## src/rtl/nand_intake_pkg.sv

```systemverilog
package nand_intake_pkg;

   typedef enum logic [1:0] {
      MAP_00 = 2'b00,
      MAP_01 = 2'b01,
      MAP_10 = 2'b10,
      MAP_11 = 2'b11
   } map_e;

   typedef enum logic [1:0] {
      OP_DATA_DMA = 2'b00,
      OP_PIPELINE = 2'b01,
      OP_MAINT_A  = 2'b10,
      OP_MAINT_B  = 2'b11
   } op_e;

   typedef enum logic [1:0] {
      IDX_PAGE    = 2'd0,
      IDX_COUNT   = 2'd1,
      IDX_ADDR_HI = 2'd2,
      IDX_ADDR_LO = 2'd3
   } pair_e;

endpackage

```

## src/rtl/nand_intake_classify.sv

```systemverilog
module nand_intake_classify
   import nand_intake_pkg::*;
(
   input  logic       dma_en,
   input  logic [1:0] map,
   input  logic [1:0] op,
   output logic       is_dma,
   output logic       is_fwd,
   output logic       is_bad
);

   always_comb begin
      is_dma = 1'b0;
      is_bad = 1'b0;
      if (map != MAP_10) begin
         is_bad = dma_en;
      end else begin
         case (op)
            OP_DATA_DMA: begin
               is_dma = dma_en;
               is_bad = !dma_en;
            end
            OP_PIPELINE: is_bad = 1'b1;
            default:     is_bad = 1'b0;
         endcase
      end
      is_fwd = !is_dma && !is_bad;
   end

endmodule

```

## src/rtl/nand_intake_seq.sv

```systemverilog
module nand_intake_seq
   import nand_intake_pkg::*;
#(
   parameter int DATA_W        = 32,
   parameter int PAGE_W        = 24,
   parameter int CNT_W         = 16,
   parameter int PAGES_PER_BLK = 64
) (
   input  logic                clk,
   input  logic                rst_n,
   input  logic                fire,
   input  logic                is_dma,
   input  logic [1:0]          idx,
   input  logic [DATA_W-1:0]   data,
   input  logic                q_full,
   output logic                mid,
   output logic                err,
   output logic                push,
   output logic                o_dir,
   output logic [PAGE_W-1:0]   o_page,
   output logic [CNT_W-1:0]    o_cnt,
   output logic [2*DATA_W-1:0] o_addr
);

   localparam int OFF_W = $clog2(PAGES_PER_BLK);
   localparam int SUM_W = ((CNT_W > OFF_W) ? CNT_W : OFF_W) + 1;

   logic [1:0]        exp_q;
   logic              st_dir;
   logic [PAGE_W-1:0] st_page;
   logic [CNT_W-1:0]  st_cnt;
   logic [DATA_W-1:0] st_hi;

   logic             in_order, last, crosses;
   logic [SUM_W-1:0] span_end;

   always_comb begin
      mid      = (exp_q != IDX_PAGE);
      in_order = is_dma && (idx == exp_q);
      last     = fire && in_order && (idx == IDX_ADDR_LO);
      span_end = SUM_W'(st_page[OFF_W-1:0]) + SUM_W'(st_cnt);
      crosses  = span_end > SUM_W'(PAGES_PER_BLK);
      push     = last && !crosses && !q_full;
      err      = fire && ((is_dma && !in_order) || (!is_dma && mid) ||
                          (last && (crosses || q_full)));
   end

   always_ff @(posedge clk or negedge rst_n) begin
      if (!rst_n) begin
         exp_q   <= IDX_PAGE;
         st_dir  <= 1'b0;
         st_page <= '0;
         st_cnt  <= '0;
         st_hi   <= '0;
      end else if (fire) begin
         if (in_order) begin
            case (idx)
               IDX_PAGE: begin
                  st_dir  <= data[DATA_W-1];
                  st_page <= data[PAGE_W-1:0];
               end
               IDX_COUNT:   st_cnt <= data[CNT_W-1:0];
               IDX_ADDR_HI: st_hi  <= data;
               default:     st_hi  <= st_hi;
            endcase
            exp_q <= idx + 2'd1;
         end else begin
            exp_q <= IDX_PAGE;
         end
      end
   end

   assign o_dir  = st_dir;
   assign o_page = st_page;
   assign o_cnt  = st_cnt;
   assign o_addr = {st_hi, data};

endmodule

```

## src/rtl/nand_intake_queue.sv

```systemverilog
module nand_intake_queue #(
   parameter int W     = 105,
   parameter int DEPTH = 4
) (
   input  logic         clk,
   input  logic         rst_n,
   input  logic         push,
   input  logic [W-1:0] wdata,
   input  logic         rd_ready,
   input  logic         done,
   output logic         rd_valid,
   output logic [W-1:0] rdata,
   output logic         full
);

   localparam int PTR_W = (DEPTH > 1) ? $clog2(DEPTH) : 1;
   localparam int LVL_W = $clog2(DEPTH + 1);

   logic [W-1:0]     slot [DEPTH];
   logic [PTR_W-1:0] wr_q, rd_q;
   logic [LVL_W-1:0] level_q, outst_q;
   logic             pop, retire;

   function automatic logic [PTR_W-1:0] step(input logic [PTR_W-1:0] p);
      return (p == PTR_W'(DEPTH - 1)) ? '0 : p + PTR_W'(1);
   endfunction

   assign rd_valid = (level_q != '0);
   assign pop      = rd_valid && rd_ready;
   assign retire   = done && (outst_q != '0);
   assign full     = (outst_q == LVL_W'(DEPTH)) || (level_q == LVL_W'(DEPTH));
   assign rdata    = slot[rd_q];

   for (genvar i = 0; i < DEPTH; i++) begin : g_slot
      always_ff @(posedge clk) begin
         if (push && (wr_q == PTR_W'(i))) slot[i] <= wdata;
      end
   end

   always_ff @(posedge clk or negedge rst_n) begin
      if (!rst_n) begin
         wr_q    <= '0;
         rd_q    <= '0;
         level_q <= '0;
         outst_q <= '0;
      end else begin
         if (push) wr_q <= step(wr_q);
         if (pop)  rd_q <= step(rd_q);
         level_q <= level_q + LVL_W'(push) - LVL_W'(pop);
         outst_q <= outst_q + LVL_W'(push) - LVL_W'(retire);
      end
   end

endmodule

```

## src/rtl/nand_dma_intake.sv

```systemverilog
module nand_dma_intake
   import nand_intake_pkg::*;
#(
   parameter int DATA_W        = 32,
   parameter int PAGE_W        = 24,
   parameter int CNT_W         = 16,
   parameter int PAGES_PER_BLK = 64,
   parameter int MAX_OUT       = 4
) (
   input  logic                clk,
   input  logic                rst_n,
   input  logic                dma_en,
   input  logic                cmd_valid,
   output logic                cmd_ready,
   input  logic [1:0]          cmd_map,
   input  logic [1:0]          cmd_op,
   input  logic [1:0]          cmd_seq,
   input  logic [DATA_W-1:0]   cmd_data,
   output logic                fwd_valid,
   input  logic                fwd_ready,
   output logic [1:0]          fwd_map,
   output logic [1:0]          fwd_op,
   output logic [DATA_W-1:0]   fwd_data,
   output logic                desc_valid,
   input  logic                desc_ready,
   output logic                desc_dir,
   output logic [PAGE_W-1:0]   desc_page,
   output logic [CNT_W-1:0]    desc_count,
   output logic [2*DATA_W-1:0] desc_addr,
   input  logic                dma_done,
   output logic                unsup_irq
);

   localparam int ADDR_W = 2 * DATA_W;
   localparam int DESC_W = 1 + PAGE_W + CNT_W + ADDR_W;

   if (PAGE_W >= DATA_W || CNT_W > DATA_W) begin : g_bad_width
      $error("page field must leave the direction bit free and count must fit the payload");
   end
   if (PAGES_PER_BLK < 2 || (PAGES_PER_BLK & (PAGES_PER_BLK - 1)) != 0) begin : g_bad_blk
      $error("PAGES_PER_BLK must be a power of two of at least 2");
   end
   if (MAX_OUT < 1) begin : g_bad_depth
      $error("MAX_OUT must be at least 1");
   end

   logic              is_dma, is_fwd, is_bad;
   logic              mid, seq_err, push, q_full, fwd_go, fire, irq_q;
   logic              s_dir;
   logic [PAGE_W-1:0] s_page;
   logic [CNT_W-1:0]  s_cnt;
   logic [ADDR_W-1:0] s_addr;
   logic [DESC_W-1:0] head;

   nand_intake_classify u_cls (
      .dma_en (dma_en),
      .map    (cmd_map),
      .op     (cmd_op),
      .is_dma (is_dma),
      .is_fwd (is_fwd),
      .is_bad (is_bad)
   );

   assign fwd_go    = is_fwd && !mid;
   assign cmd_ready = fwd_go ? fwd_ready : 1'b1;
   assign fire      = cmd_valid && cmd_ready;
   assign fwd_valid = cmd_valid && fwd_go;
   assign fwd_map   = cmd_map;
   assign fwd_op    = cmd_op;
   assign fwd_data  = cmd_data;

   nand_intake_seq #(
      .DATA_W        (DATA_W),
      .PAGE_W        (PAGE_W),
      .CNT_W         (CNT_W),
      .PAGES_PER_BLK (PAGES_PER_BLK)
   ) u_seq (
      .clk    (clk),
      .rst_n  (rst_n),
      .fire   (fire),
      .is_dma (is_dma),
      .idx    (cmd_seq),
      .data   (cmd_data),
      .q_full (q_full),
      .mid    (mid),
      .err    (seq_err),
      .push   (push),
      .o_dir  (s_dir),
      .o_page (s_page),
      .o_cnt  (s_cnt),
      .o_addr (s_addr)
   );

   nand_intake_queue #(
      .W     (DESC_W),
      .DEPTH (MAX_OUT)
   ) u_q (
      .clk      (clk),
      .rst_n    (rst_n),
      .push     (push),
      .wdata    ({s_dir, s_page, s_cnt, s_addr}),
      .rd_ready (desc_ready),
      .done     (dma_done),
      .rd_valid (desc_valid),
      .rdata    (head),
      .full     (q_full)
   );

   assign {desc_dir, desc_page, desc_count, desc_addr} = head;

   always_ff @(posedge clk or negedge rst_n) begin
      if (!rst_n) irq_q <= 1'b0;
      else        irq_q <= seq_err || (fire && is_bad);
   end

   assign unsup_irq = irq_q;

endmodule

```

## config.mk

```make
export PLATFORM = sky130hd
export DESIGN_NAME = nand_dma_intake
export DESIGN_NICKNAME = d
export VERILOG_FILES = /design/src/rtl/nand_intake_pkg.sv /design/src/rtl/nand_intake_classify.sv /design/src/rtl/nand_intake_seq.sv /design/src/rtl/nand_intake_queue.sv /design/src/rtl/nand_dma_intake.sv
export SDC_FILE = /design/constraint.sdc
export NUM_CORES = 1
export LEC_CHECK = 0
export BUFFER_PORTS_ARGS = -buffer_cell sky130_fd_sc_hd__buf_2
export CAP_MARGIN = 20
export CORE_AREA = 4 4 199 201
export CTS_CLUSTER_DIAMETER = 40
export DETAILED_ROUTE_END_ITERATION = 10
export DIE_AREA = 0 0 203 205
export PLACE_DENSITY = 0.71
export REMOVE_ABC_BUFFERS = 1
export SLEW_MARGIN = 20
export SYNTH_ARGS = -nofsm -noshare
export SYNTH_HDL_FRONTEND = slang
export SYNTH_HIERARCHICAL = 1
export SYNTH_SLANG_ARGS = --single-unit
```

## constraint.sdc

```tcl
create_clock -name clk -period 5.7 [get_ports clk]
set_input_delay 0.57 -clock clk [delete_from_list [all_inputs] [get_ports clk]]
set_output_delay 0.57 -clock clk [all_outputs]
set_load 0.01 [all_outputs]
```

# Yosys cells after proc, flatten, opt, wreduce, memory -nomap -nowiden
# Memory sizes are Yosys's and may differ from the RTL's.
# Cells that the tools add are included.
[word_totals]
ff_bits = 86
ram_bits = 420
output_inout_bits = 145
elab_cells = 101
mem_count = 1
[op_classes]
n_addsub = 8
magnitude_cmp = 1
eq_ne = 12
muxes = 25
reduce_logical = 44
[memory_table]
columns = ["name", "words", "word_bits", "rd", "rd_ports_with_merged_regs", "write_ports", "line_no", "rtl"]
rows = [
  ["u_q.slot", 4, 105, 1, 0, 1, "nand_intake_queue.sv:19", "logic [W-1:0] slot [DEPTH];"],
]
[ops]
columns = ["cell", "n"]
rows = [
  ["$mux 105", 3],
  ["$reduce_or 105->1", 3],
  ["$logic_and 1x1->1", 20],
  ["$add 6x16->17", 1],
  ["$gt 17x7->1 const B", 1],
  ["$mux 1", 15],
  ["$mux 2", 6],
  ["$eq 2x2->1 const B", 5],
  ["$reduce_and 3->1", 3],
  ["$logic_not 1->1", 7],
  ["$add 2x1->2 const B", 3],
  ["$add 3x1->3", 2],
  ["$eq 2x1->1 const B", 3],
  ["$eq 3x3->1 const B", 2],
  ["$logic_not 2->1", 3],
  ["$reduce_bool 3->1", 2],
  ["$sub 3x1->3", 2],
  ["$logic_or 1x1->1", 5],
  ["$eq 2x2->1", 1],
  ["$ne 2x2->1 const B", 1],
  ["$pmux 1 s2", 1],
  ["$reduce_bool 2->1", 1],
]

# Depth between registers and ports, before layout
# Gate-level depths: netlist of the first run.
[depth]
word_depth = 19
mapped_depth = 14
depth_no_buf = 14

# Hierarchy
# The synthesis of the first run kept the hierarchy.
[by_module_without_submodules]
columns = ["mod", "instances", "cells_each", "area_each_um2", "seq_area_each_um2"]
rows = [
  ["nand_intake_queue", 1, 601, 15713.8, 12862.3],
  ["nand_intake_seq", 1, 292, 3722.3, 1876.8],
  ["nand_dma_intake", 1, 41, 330.3, 25.0],
  ["nand_intake_classify", 1, 6, 46.3, 0.0],
]

# Worst setup path before layout of the first run
# No wires, ideal clock.
[synth_path]
path_type = "register to register"
from = "register u_seq.st_page[0], in the netlist u_seq/o_page[0]"
to = "memory u_q.slot[0][0], enable pin"
arrival_time_ns = 5.026
required_time_ns = 5.224
setup_slack_ns = 0.198
path_stages_with_launch = 10
path_cell_list = "dfrtp_1 ha_1 fa_1 or3_4 a211oi_2 nand4_1 o221ai_1 o21ai_1 nor3_1 and2_1"
[synth_via]
elab_chain_cells = 12
word_cells_on_any_way = 26
classes_between = "add/sub (1); order compare (1); mux (14); reduce/logical (10)"
[synth_rtl]
columns = ["element", "line_no", "rtl"]
rows = [
  ["from (decl)", "nand_intake_seq.sv:30", "logic [PAGE_W-1:0] st_page;"],
  ["from (signal assigned)", "nand_intake_seq.sv:60", "st_page <= data[PAGE_W-1:0];"],
  ["$add 6x16->17 *", "nand_intake_seq.sv:41", "span_end = SUM_W'(st_page[OFF_W-1:0]) + SUM_W'(st_cnt);"],
  ["$gt 17x7->1 *", "nand_intake_seq.sv:42", "crosses = span_end > SUM_W'(PAGES_PER_BLK);"],
  ["$logic_not 1->1 *", "nand_intake_seq.sv:43", "push = last && !crosses && !q_full;"],
  ["$logic_and 1x1->1 * (2 in a row)", "nand_intake_seq.sv:43", ""],
  ["via push", "nand_dma_intake.sv:48", "logic mid, seq_err, push, q_full, fwd_go, fire, irq_q;"],
  ["$logic_and 1x1->1", "nand_intake_queue.sv:36", "if (push && (wr_q == PTR_W'(i))) slot[i] <= wdata;"],
  ["$mux 1", "nand_intake_queue.sv:36", ""],
  ["$mux 1 (implied by the code)", "nand_intake_queue.sv:36", ""],
  ["$reduce_or 105->1 (no source line)", "--", ""],
  ["$mux 2 (no source line) or $mux 1 (tied branches) (3 in a row)", "--", ""],
  ["to (decl)", "nand_intake_queue.sv:19", ""],
]
# Mark *: on every way through the listed nets, which the timed path passes. The rest lies on a longest branch.

# Final worst setup path of the first run
[layout_path]
from = "register u_seq.st_page[0], in the netlist u_seq/o_page[0]"
to = "memory u_q.slot[0][38], enable pin"
# The elaborated chain is that of the path after synthesis.

==> metrics.cfg, run 1 <==
[job]
cap_violations = 0

[clock_tree]
cts_buffer_depth = 3
cts_tree = done
clock_latency_ns = 0.56
clkTransAtPathRegs_ns = 0.06
cts.sinks = 506
htreeDepth = 2
clockRootBuffer = clkbuf_16
cts_buffers = 55
cts_setup_buffers = 0

[global_routing]
grt_max_degree = 66
grt_pass1_wl_um = 58300
grt_pass1_vias = 9837
grt_antenna_before_repair = 0
grtUsageTotal = 0.183
grt-ovfl-total = 0

[yosys]
synth_cell_types = 59
synth_area_leaders = edfxtp_1 (64%), mux4_2 (12%), dfrtp_1 (11%)
syn_inst = 940
yosys.area.top_type = edfxtp_1
netlist.area_leader.share = 0.637
avgSynthCellArea_sq_um = 21.1
async_flop_share = 0.170
yosysWarningCount = 6
synth_edf_count = 420
synth-seq-area-share = 0.745
syn_area_sq_um = 19800
synth_top_flop_cell = edfxtp_1
ys_ff_latch = 506

[drt]
detail-route-antenna-nets = 0
vias = 9185
routed_wl_um = 37300
post_drt_wl_per_cell_um = 22.5
dr.pass1.iters = 7
drt_iter0_markers = 565
via_per_inst = 5.53
drcViolationCount = 0

[pwr]
p_leak_nw = 8.79
powerDensity_nw_per_um2 = 416
max-vdd-ir-drop_mv = 0.229

[finish]
ff_latch_area_sq_um = 14800
antenna_cells = 0
fin_area_sq_um = 22700
drive_above_1_share = 0.423
final_net_count = 1171
fill_cells = 2647
syn2layout_area_growth_pct = 14.6
multi_input_area_sq_um = 4290

[worst_setup_path]
critical_path.max_fanout = 37
crit_arrival_ns = 4.12
criticalPathCategory = flop to flop
worst-r2r-cell-count = 11
worstPathRequired_ns = 5.94
start_kind = flop
setup.worst_path.end_class = flop

[sta]
setup-tns-final_ns = 0
grt_setup_unrepaired = no
skew_ns = 0.0169
period_needed_ns = 3.88
period_share = 0.680
tightest_slew_ns = 1.02
hold_ws_ns = 0.262
setup_violations = 0
hold_viol_final = 0
maxSlewViolCount = 0
fmax_mhz = 258
slew_headroom = 0.317

[min_path]
min_delay_path_depth = 1
min_path_type = input pin to flop

[floorplanning]
dieArea_sq_um = 41600
row_count = 71
die_h_um = 205
die_w_um = 203
io_pins = 190
initial_core_util = 0.527
core_area_sq_um = 37600

[placement]
dpl_cell_area_sq_um = 20900
globalplace.congestion = 0.792
port_buffers = 189
hpwl_um = 22200

[status]
status = finished clean

==> critical path, stage by stage (launching register included) <==
cell	delay (ns)
dfrtp_1	0.43
ha_1	0.25
fa_1	0.42
a211oi_1	0.40
o21ai_1	0.14
and4b_1	0.19
a211oi_1	0.21
nand3_1	0.16
nor3_1	0.16
buf_4	0.19
and2_4	0.56
buf_4	0.41
==> synth_stat cells, types with 2 or more instances <==
cell type / n
inv_1: 16
and2_1: 4
xnor2_1: 6
fa_1: 3
a22o_1: 3
o221ai_1: 2
nor4_1: 2
nor3b_1: 2
dfrtp_1: 86
a32o_1: 2
nand4_1: 3
o21ai_1: 2
mux2_2: 66
a211oi_1: 2
mux2_1: 9
buf_4: 69
and3b_2: 2
nor2_1: 10
ha_1: 19
nor3_1: 5
nand2_1: 16
a21oi_1: 2
o21a_1: 3
mux4_2: 105
or2_2: 4
nand2b_1: 2
edfxtp_1: 420
a21o_1: 4
buf_6: 6
a211oi_2: 2
o21ai_0: 4
xor2_1: 4
nand3_1: 4
clkbuf_1: 5
buf_2: 20
o31ai_1: 3
==> cell type report <==
class / count / share of cell area
timing repair buffer: 208 / 0.0509
multi-input combinational: 317 / 0.189
clock inverter: 33 / 0.0131
tap: 511 / 0.0281
clock buffer: 70 / 0.0658
sequential: 506 / 0.650
inverter: 16 / 0.00264
==> state kept, by name, indices dropped and copies added, names as in the netlist <==
| signal | count |
|---|---|
| u_seq/o_page | 24 |
| u_seq/exp_q | 2 |
| unsup_irq | 1 |
| u_q/level_q | 3 |
| u_seq/st_hi | 32 |
| u_q/slot | 420 |
| u_seq/o_dir | 1 |
| u_q/wr_q | 2 |
| u_q/outst_q | 3 |
| u_q/rd_q | 2 |
| u_seq/o_cnt | 16 |
==> kinds of logic (layout without fill, tap and decap cells) <==
kind of cell,after synthesis,count (layout),share of synthesized area
AO/OA/AOI/OAI,39,39,0.0155
XOR/XNOR,10,10,0.00442
adder cells (fa/ha/maj),22,22,0.0150
buffers and inverters,117,327,0.0388
flip-flops,506,506,0.745
multiplexers,180,180,0.162
AND/OR/NAND/NOR,66,66,0.0191
==> layer usage <==
layer,global-route usage,share of wire
met2,0.296,0.49
met5,0,0
met4,0.0400,0.015
met3,0.0304,0.049
met1,0.267,0.45
==> where the power goes <==
group	total (mW)	internal [mW]	leakage [nW]	switching, mW
Combinational	1.87	0.936	2.61	0.939
Sequential	4.17	4.04	5.31	0.137
Clock	3.41	2.04	0.876	1.37
==> layout by cell type, fill, tap and decap left out, types with 5 or more instances in the layout <==
| master | count |
|---|---|
| buf_12 | 5 |
| clkinv_1 | 7 |
| nor3_1 | 5 |
| clkbuf_1 | 11 |
| xnor2_1 | 6 |
| ha_1 | 19 |
| clkinv_4 | 6 |
| clkinv_2 | 11 |
| mux2_2 | 66 |
| inv_1 | 16 |
| clkbuf_16 | 57 |
| edfxtp_1 | 420 |
| buf_2 | 188 |
| buf_4 | 14 |
| mux2_1 | 9 |
| mux4_2 | 105 |
| dfrtp_1 | 84 |
| nand2_1 | 14 |
| nor2_1 | 10 |
==> worst paths after layout <==
path	startpoint	end	slack, ns
max	u_seq/o_page[0]	u_q/slot[0][38]	1.82
min	cmd_data[26]	u_q/slot[3][26]	0.26
max reg2reg	u_seq/o_page[0]	u_q/slot[0][38]	1.82
min reg2reg	u_seq/st_hi[0]	u_q/slot[2][32]	0.51
max in group asynchronous	rst_n	u_q/rd_q[1]	3.92
min in group asynchronous	rst_n	u_seq/st_hi[9]	0.52
==> metrics by stage <==
step	power [mW]	util	instances	setup WS, ns
floorplan	5.54	-	839	0.198
global placement	6.18	0.556	1557	1.83
detailed placement	6.18	0.556	1557	1.84
CTS	9.61	0.604	1661	1.83
global route	9.89	0.604	1661	1.49
finish	9.46	0.604	1661	1.82
==> repair_timing <==
item / 4_1_cts / 5_1_grt
gates resized for setup: 0 / 0
hold buffers: 1 / 0
endpoints found under the hold margin: 31 / 0
Power figures use the tool's default switching activity.
==> run 2, diff against run 1 <==
--- a/config.mk
+++ b/config.mk
@@ -7,11 +7,11 @@
 export LEC_CHECK = 0
 export BUFFER_PORTS_ARGS = -buffer_cell sky130_fd_sc_hd__buf_2
 export CAP_MARGIN = 20
-export CORE_AREA = 4 4 199 201
+export CORE_AREA = 4 4 189 191
 export CTS_CLUSTER_DIAMETER = 40
 export DETAILED_ROUTE_END_ITERATION = 10
-export DIE_AREA = 0 0 203 205
-export PLACE_DENSITY = 0.71
+export DIE_AREA = 0 0 193 195
+export PLACE_DENSITY = 0.75
 export REMOVE_ABC_BUFFERS = 1
 export SLEW_MARGIN = 20
 export SYNTH_ARGS = -nofsm -noshare
==> constraint.sdc (replaced) <==
create_clock -name clk -period 3.6 [get_ports clk]
set_input_delay 0.36 -clock clk [delete_from_list [all_inputs] [get_ports clk]]
set_output_delay 0.36 -clock clk [all_outputs]
set_load 0.01 [all_outputs]
==> run 2 against run 1 <==
  * Critical path depth up 2
  * Hold slack got worse by 0.20 ns
  * Clock power rose by 56%
  * Power grew 58%
  * Largest cell class unchanged
  * Highest routed layer unchanged
==> metrics.cfg, run 2 (same netlist as run 1, synthesis figures left out) <==
[clock_tree]
clockRootBuffer = clkbuf_16
clock_latency_ns = 0.56
cts_buffer_depth = 3
htreeDepth = 2
cts_tree = done
cts_buffers = 52
clkTransAtPathRegs_ns = 0.06
cts.sinks = 506

[min_path]
min_path_type = input pin to flop
min_from = cmd_data[30]

[worst_setup_path]
critical-path-slowest-cell = dfrtp_1
crit_start = u_seq/o_page[0]
start_kind = flop
crit_buf_inv = 1
worstPathRequired_ns = 4.07
crit_arrival_ns = 3.93
r2r_start = u_seq/o_page[0]
cp_top_family = adder cells
criticalPathCategory = flop to flop
slowest_delay_ns = 0.43
crit_chain = ha_2 > fa_1 > a211oi_2 > nor3_1 > nor4_1 > o221ai_1 > o21ai_1 > nor3_1 > buf_4 > ha_1 > fa_1 > xnor2_1 > xnor2_1
setup.worst_path.end_class = flop
critical_path.max_fanout = 8

[status]
status = finished clean

[sta]
skew_ns = 0.0199
hold_viol_final = 0
tightest_slew_ns = 0.742
grt_setup_unrepaired = no
period_needed_ns = 3.46
setup_violations = 0
period_share = 0.962
slew_headroom = 0.505
maxSlewViolCount = 0
fmax_mhz = 289

[finish]
layout_commonest_cell = edfxtp_1
final_cells = 1611
final_net_count = 1181
top_register = u_q/slot
largest_reg_flops = 420
layout_common_cells = edfxtp_1 (420), buf_2 (188), mux4_2 (105)
drive_above_1_share = 0.426
multi_input_area_sq_um = 4310
antenna_cells = 0
syn2layout_area_growth_pct = 15.4
ff_latch_area_sq_um = 14800
fill_cells = 2184

[floorplanning]
die_w_um = 193
io_pins = 190
row_count = 68
dieArea_sq_um = 37600
die_h_um = 195
initial_core_util = 0.581
core_area_sq_um = 34100

[drt]
drt_iter0_markers = 698
vias = 9251
drcViolationCount = 0
post_drt_wl_per_cell_um = 22.9
detail-route-antenna-nets = 0
dr.pass1.iters = 5
via_per_inst = 5.74
routed_wl_um = 36900

[placement]
hpwl_um = 21700
globalplace.congestion = 0.842
port_buffers = 189
placed_cells = 1510

[global_routing]
grt_max_degree = 66
grt-ovfl-total = 0
grt_antenna_before_repair = 0
grt_pass1_wl_um = 57500
grt_pass1_vias = 9605
grtUsageTotal = 0.201

[pwr]
powerDensity_nw_per_um2 = 653
finalPower_mw = 14.9
p_leak_nw = 8.87
max-vdd-ir-drop_mv = 0.614

[job]
cap_violations = 0

run 2: per-stage QoR:
| step | instance area, sq um | setup TNS [ns] | util | setup slack, ns | hold slack, ns |
|---|---|---|---|---|---|
| CTS | 22800 | 0 | 0.669 | 0.0570 | 0.0356 |
| detailed placement | 21100 | 0 | 0.618 | 0.0823 | 0.456 |
| finish | 22900 | 0 | 0.670 | 0.138 | 0.0597 |
| floorplan | 19100 | -964.11 | - | -1.90 | 0.0644 |
| global placement | 21100 | 0 | 0.618 | 0.147 | 0.465 |
| global route | 22900 | 0 | 0.670 | 0.0351 | 0.0529 |
run 2: final timing paths:
check / slack, ns / to / cells after the start
worst max-delay path: 0.14 / u_q/outst_q[2] / 13
worst min-delay path: 0.06 / u_q/slot[3][30] / 1
worst max register to register: 0.14 / u_q/outst_q[2] / 13
worst min register to register: 0.51 / u_q/slot[0][32] / 0
max in group asynchronous: 2.32 / u_q/rd_q[0] / 3
min in group asynchronous: 0.39 / u_seq/st_hi[14] / 2
run 2: area by class of cell:
| type | instances | share of cell area |
|---|---|---|
| Clock buffer | 70 | 0.0630 |
| Clock inverter | 26 | 0.0128 |
| Inverter | 16 | 0.00263 |
| Multi-Input combinational cell | 317 | 0.189 |
| Sequential cell | 506 | 0.646 |
| Tap cell | 455 | 0.0249 |
| Timing Repair Buffer | 221 | 0.0623 |
run 2: repair_timing:
item | in CTS | in global routing
endpoints found under the setup margin | 0 | 143
resized for setup | 0 | 5
setup buffers | 0 | 4
hold buffers | 1 | 0
endpoints found under the hold margin | 45 | 0
run 2: metal layers:
metal	global-route usage	part of all wire	wire, um
met5	0	0	0
met4	0.0446	0.016	600
met3	0.0295	0.049	1790
met2	0.330	0.51	18700
met1	0.292	0.43	15800
run 2: where the power goes:
| group | switching [mW] | total, mW | leakage [nW] | internal (mW) |
|---|---|---|---|---|
| sequential | 0.277 | 6.66 | 5.31 | 6.39 |
| clock | 2.09 | 5.33 | 0.840 | 3.24 |
| combinational | 1.42 | 2.95 | 2.72 | 1.53 |
==> run 3, diff against run 2 <==
--- a/config.mk
+++ b/config.mk
@@ -5,16 +5,15 @@
 export SDC_FILE = /design/constraint.sdc
 export NUM_CORES = 1
 export LEC_CHECK = 0
-export BUFFER_PORTS_ARGS = -buffer_cell sky130_fd_sc_hd__buf_2
 export CAP_MARGIN = 20
-export CORE_AREA = 4 4 189 191
+export CORE_AREA = 4 4 181 183
 export CTS_CLUSTER_DIAMETER = 40
 export DETAILED_ROUTE_END_ITERATION = 10
-export DIE_AREA = 0 0 193 195
-export PLACE_DENSITY = 0.75
+export DIE_AREA = 0 0 185 187
+export DONT_BUFFER_PORTS = 1
+export PLACE_DENSITY = 0.82
 export REMOVE_ABC_BUFFERS = 1
 export SLEW_MARGIN = 20
 export SYNTH_ARGS = -nofsm -noshare
 export SYNTH_HDL_FRONTEND = slang
-export SYNTH_HIERARCHICAL = 1
 export SYNTH_SLANG_ARGS = --single-unit
==> run 3 against run 2 <==
  * Clock-buffer cell count increased by 2
  * Critical path depth rose by 1
  * Highest routed layer unchanged
  * Hold slack lost 0.012 ns
  * Global-route usage is 0.67 points higher
  * Power fell by 3.4%
  * Die area down 8.1%
  * Sequential share of layout area rose by 2.6 points
  * Routed wire length fell by 4.6%
  * Non-clock buffer count is 161 lower
  * Combinational power down 15%
==> metrics.cfg, run 3 <==
[status]
status = finished clean

[global_routing]
grt_antenna_before_repair = 1
grt_pass1_vias = 8735
grt_max_degree = 87
grt-ovfl-total = 0
grt_pass1_wl_um = 54700
grtUsageTotal = 0.207

[yosys]
synth_area_leaders = edfxtp_1 (65%), mux4_2 (12%), dfrtp_1 (11%)
synth_top_flop_cell = edfxtp_1
ys_ff_latch = 506
synth_most_common_cell = edfxtp_1
yosys.area.top_type = edfxtp_1
syn_inst = 880
async_flop_share = 0.170
synth_edf_count = 420
avgSynthCellArea_sq_um = 22.0
synth_cell_types = 50
synth-seq-area-share = 0.762
synth_common_cells = edfxtp_1 (420), mux4_2 (105), dfrtp_1 (86)
syn_area_sq_um = 19400
netlist.area_leader.share = 0.651
yosysWarningCount = 0

[floorplanning]
row_count = 65
die_h_um = 187
dieArea_sq_um = 34600
die_w_um = 185
io_pins = 190
core_area_sq_um = 31200
initial_core_util = 0.620

[placement]
dpl_cell_area_sq_um = 19800
pre_cts_ws_ns = 0.0336
globalplace.congestion = 0.804
port_buffers = 0
hpwl_um = 19700

[pwr]
finalPower_mw = 14.4
p_leak_nw = 8.01
powerDensity_nw_per_um2 = 657
max-vdd-ir-drop_mv = 0.383

[finish]
drive_above_1_share = 0.324
fin_area_sq_um = 22000
largest_reg_flops = 420
final_net_count = 993
syn2layout_area_growth_pct = 13.5
layout_commonest_cell = edfxtp_1
layout_common_cells = edfxtp_1 (420), mux4_2 (105), dfrtp_1 (83)
top_register = u_q.slot

[sta]
setup_ws_ns = 0.212
tightest_slew_ns = 0.970
fmax_mhz = 295
maxSlewViolCount = 0
period_share = 0.941
skew_ns = 0.0150
setup_violations = 0
hold_viol_final = 0
slew_headroom = 0.351
period_needed_ns = 3.39
grt_setup_unrepaired = no

[drt]
drcViolationCount = 0
routed_wl_um = 35200
vias = 8420
detail-route-antenna-nets = 0
via_per_inst = 6.14
dr.pass1.iters = 5
drt_iter0_markers = 557
post_drt_wl_per_cell_um = 25.6

[clock_tree]
clock_latency_ns = 0.54
cts_buffer_depth = 3
cts_buffers = 52
cts.sinks = 506
htreeDepth = 2
clockRootBuffer = clkbuf_16
cts_tree = done
clkTransAtPathRegs_ns = 0.06

[worst_setup_path]
cp_top_family = adder cells
slowest_delay_ns = 0.45
crit_chain = ha_2 > fa_2 > a211oi_1 > xor2_1 > nand3_1 > o31ai_1 > a31oi_1 > nor4_4 > inv_1 > ha_1 > inv_1 > ha_1 > fa_1 > xnor2_1
r2r_start = u_seq.o_cnt[0]
setup.worst_path.end_class = flop
crit_start = u_seq.o_cnt[0]
crit_arrival_ns = 3.80
start_kind = flop
criticalPathCategory = flop to flop
critical_path.max_fanout = 6
worstPathRequired_ns = 4.01
crit_buf_inv = 2
critical-path-slowest-cell = dfrtp_2

[min_path]
min_from = cmd_valid
min_path_type = input pin to flop

[job]
cap_violations = 0

-- run 3: worst register-to-register path, stage by stage, from the launching register on --
cell and delay [ns]:
dfrtp_2 0.45, ha_2 0.22, fa_2 0.37, a211oi_1 0.25
xor2_1 0.16, nand3_1 0.09, o31ai_1 0.08, a31oi_1 0.20
nor4_4 0.32, inv_1 0.10, ha_1 0.29, inv_1 0.04
ha_1 0.18, fa_1 0.38, xnor2_1 0.14
-- run 3: power breakdown --
group,switching [mW],internal (mW)
logic,1.32,1.18
registers,0.213,6.40
clock network,2.13,3.20
-- run 3: area by class of cell --
type,count,area [sq um]
antenna,1,2.50
multi-input combinational,291,4170
tap,402,503
clock buffer,72,1490
inverter,15,56.3
sequential,506,14800
clock inverter,24,260
timing repair buffer,60,731
fill,1861,9250
-- run 3: cell families (layout without fill, tap and decap cells) --
kind of cell,count (synthesis),after routing,share of synthesized area
AND/OR/NAND/NOR,48,48,0.0134
adder cells (fa/ha/maj),22,22,0.0154
flip-flops,506,506,0.762
other,0,1,0
multiplexers,183,183,0.168
buffers and inverters,83,171,0.0239
AO/OA/AOI/OAI,25,25,0.0110
XOR/XNOR,13,13,0.00627
-- run 3: worst paths after layout --
path	end	slack (ns)	cells past startpoint
worst max-delay path	u_q.outst_q[2]	0.21	14
worst min-delay path	u_seq.exp_q[0]	0.05	2
worst max register to register	u_q.outst_q[2]	0.21	14
worst min register to register	u_q.slot[3][93]	0.51	0
max in group asynchronous	u_q.rd_q[1]	2.76	2
min in group asynchronous	u_seq.o_cnt[15]	0.38	2
-- run 3: metal layers --
layer / vias up / track usage / share of wire
li1: 3638 / - / -
met1: 4446 / 0.288 / 0.40
met2: 282 / 0.339 / 0.51
met3: 54 / 0.0476 / 0.065
met4: 0 / 0.0553 / 0.023
met5: - / 0 / 0
-- run 3: what timing repair did --
item	CTS	global route
setup endpoints to repair	1	4
hold buffers	35	0
pin swaps	0	3
setup buffers	0	2
gates resized for setup	1	7
endpoints found under the hold margin	290	0
-- run 3: through the flow --
step,util,hold WS [ns],instances,TNS (ns)
after floorplan,-,0.0644,812,-352.69
after global placement,0.635,0.0695,1237,0
after detailed placement,0.635,0.0694,1237,0
after CTS,0.703,0.0258,1368,0
after global routing,0.704,0.0699,1371,0
final,0.704,0.0476,1371,0
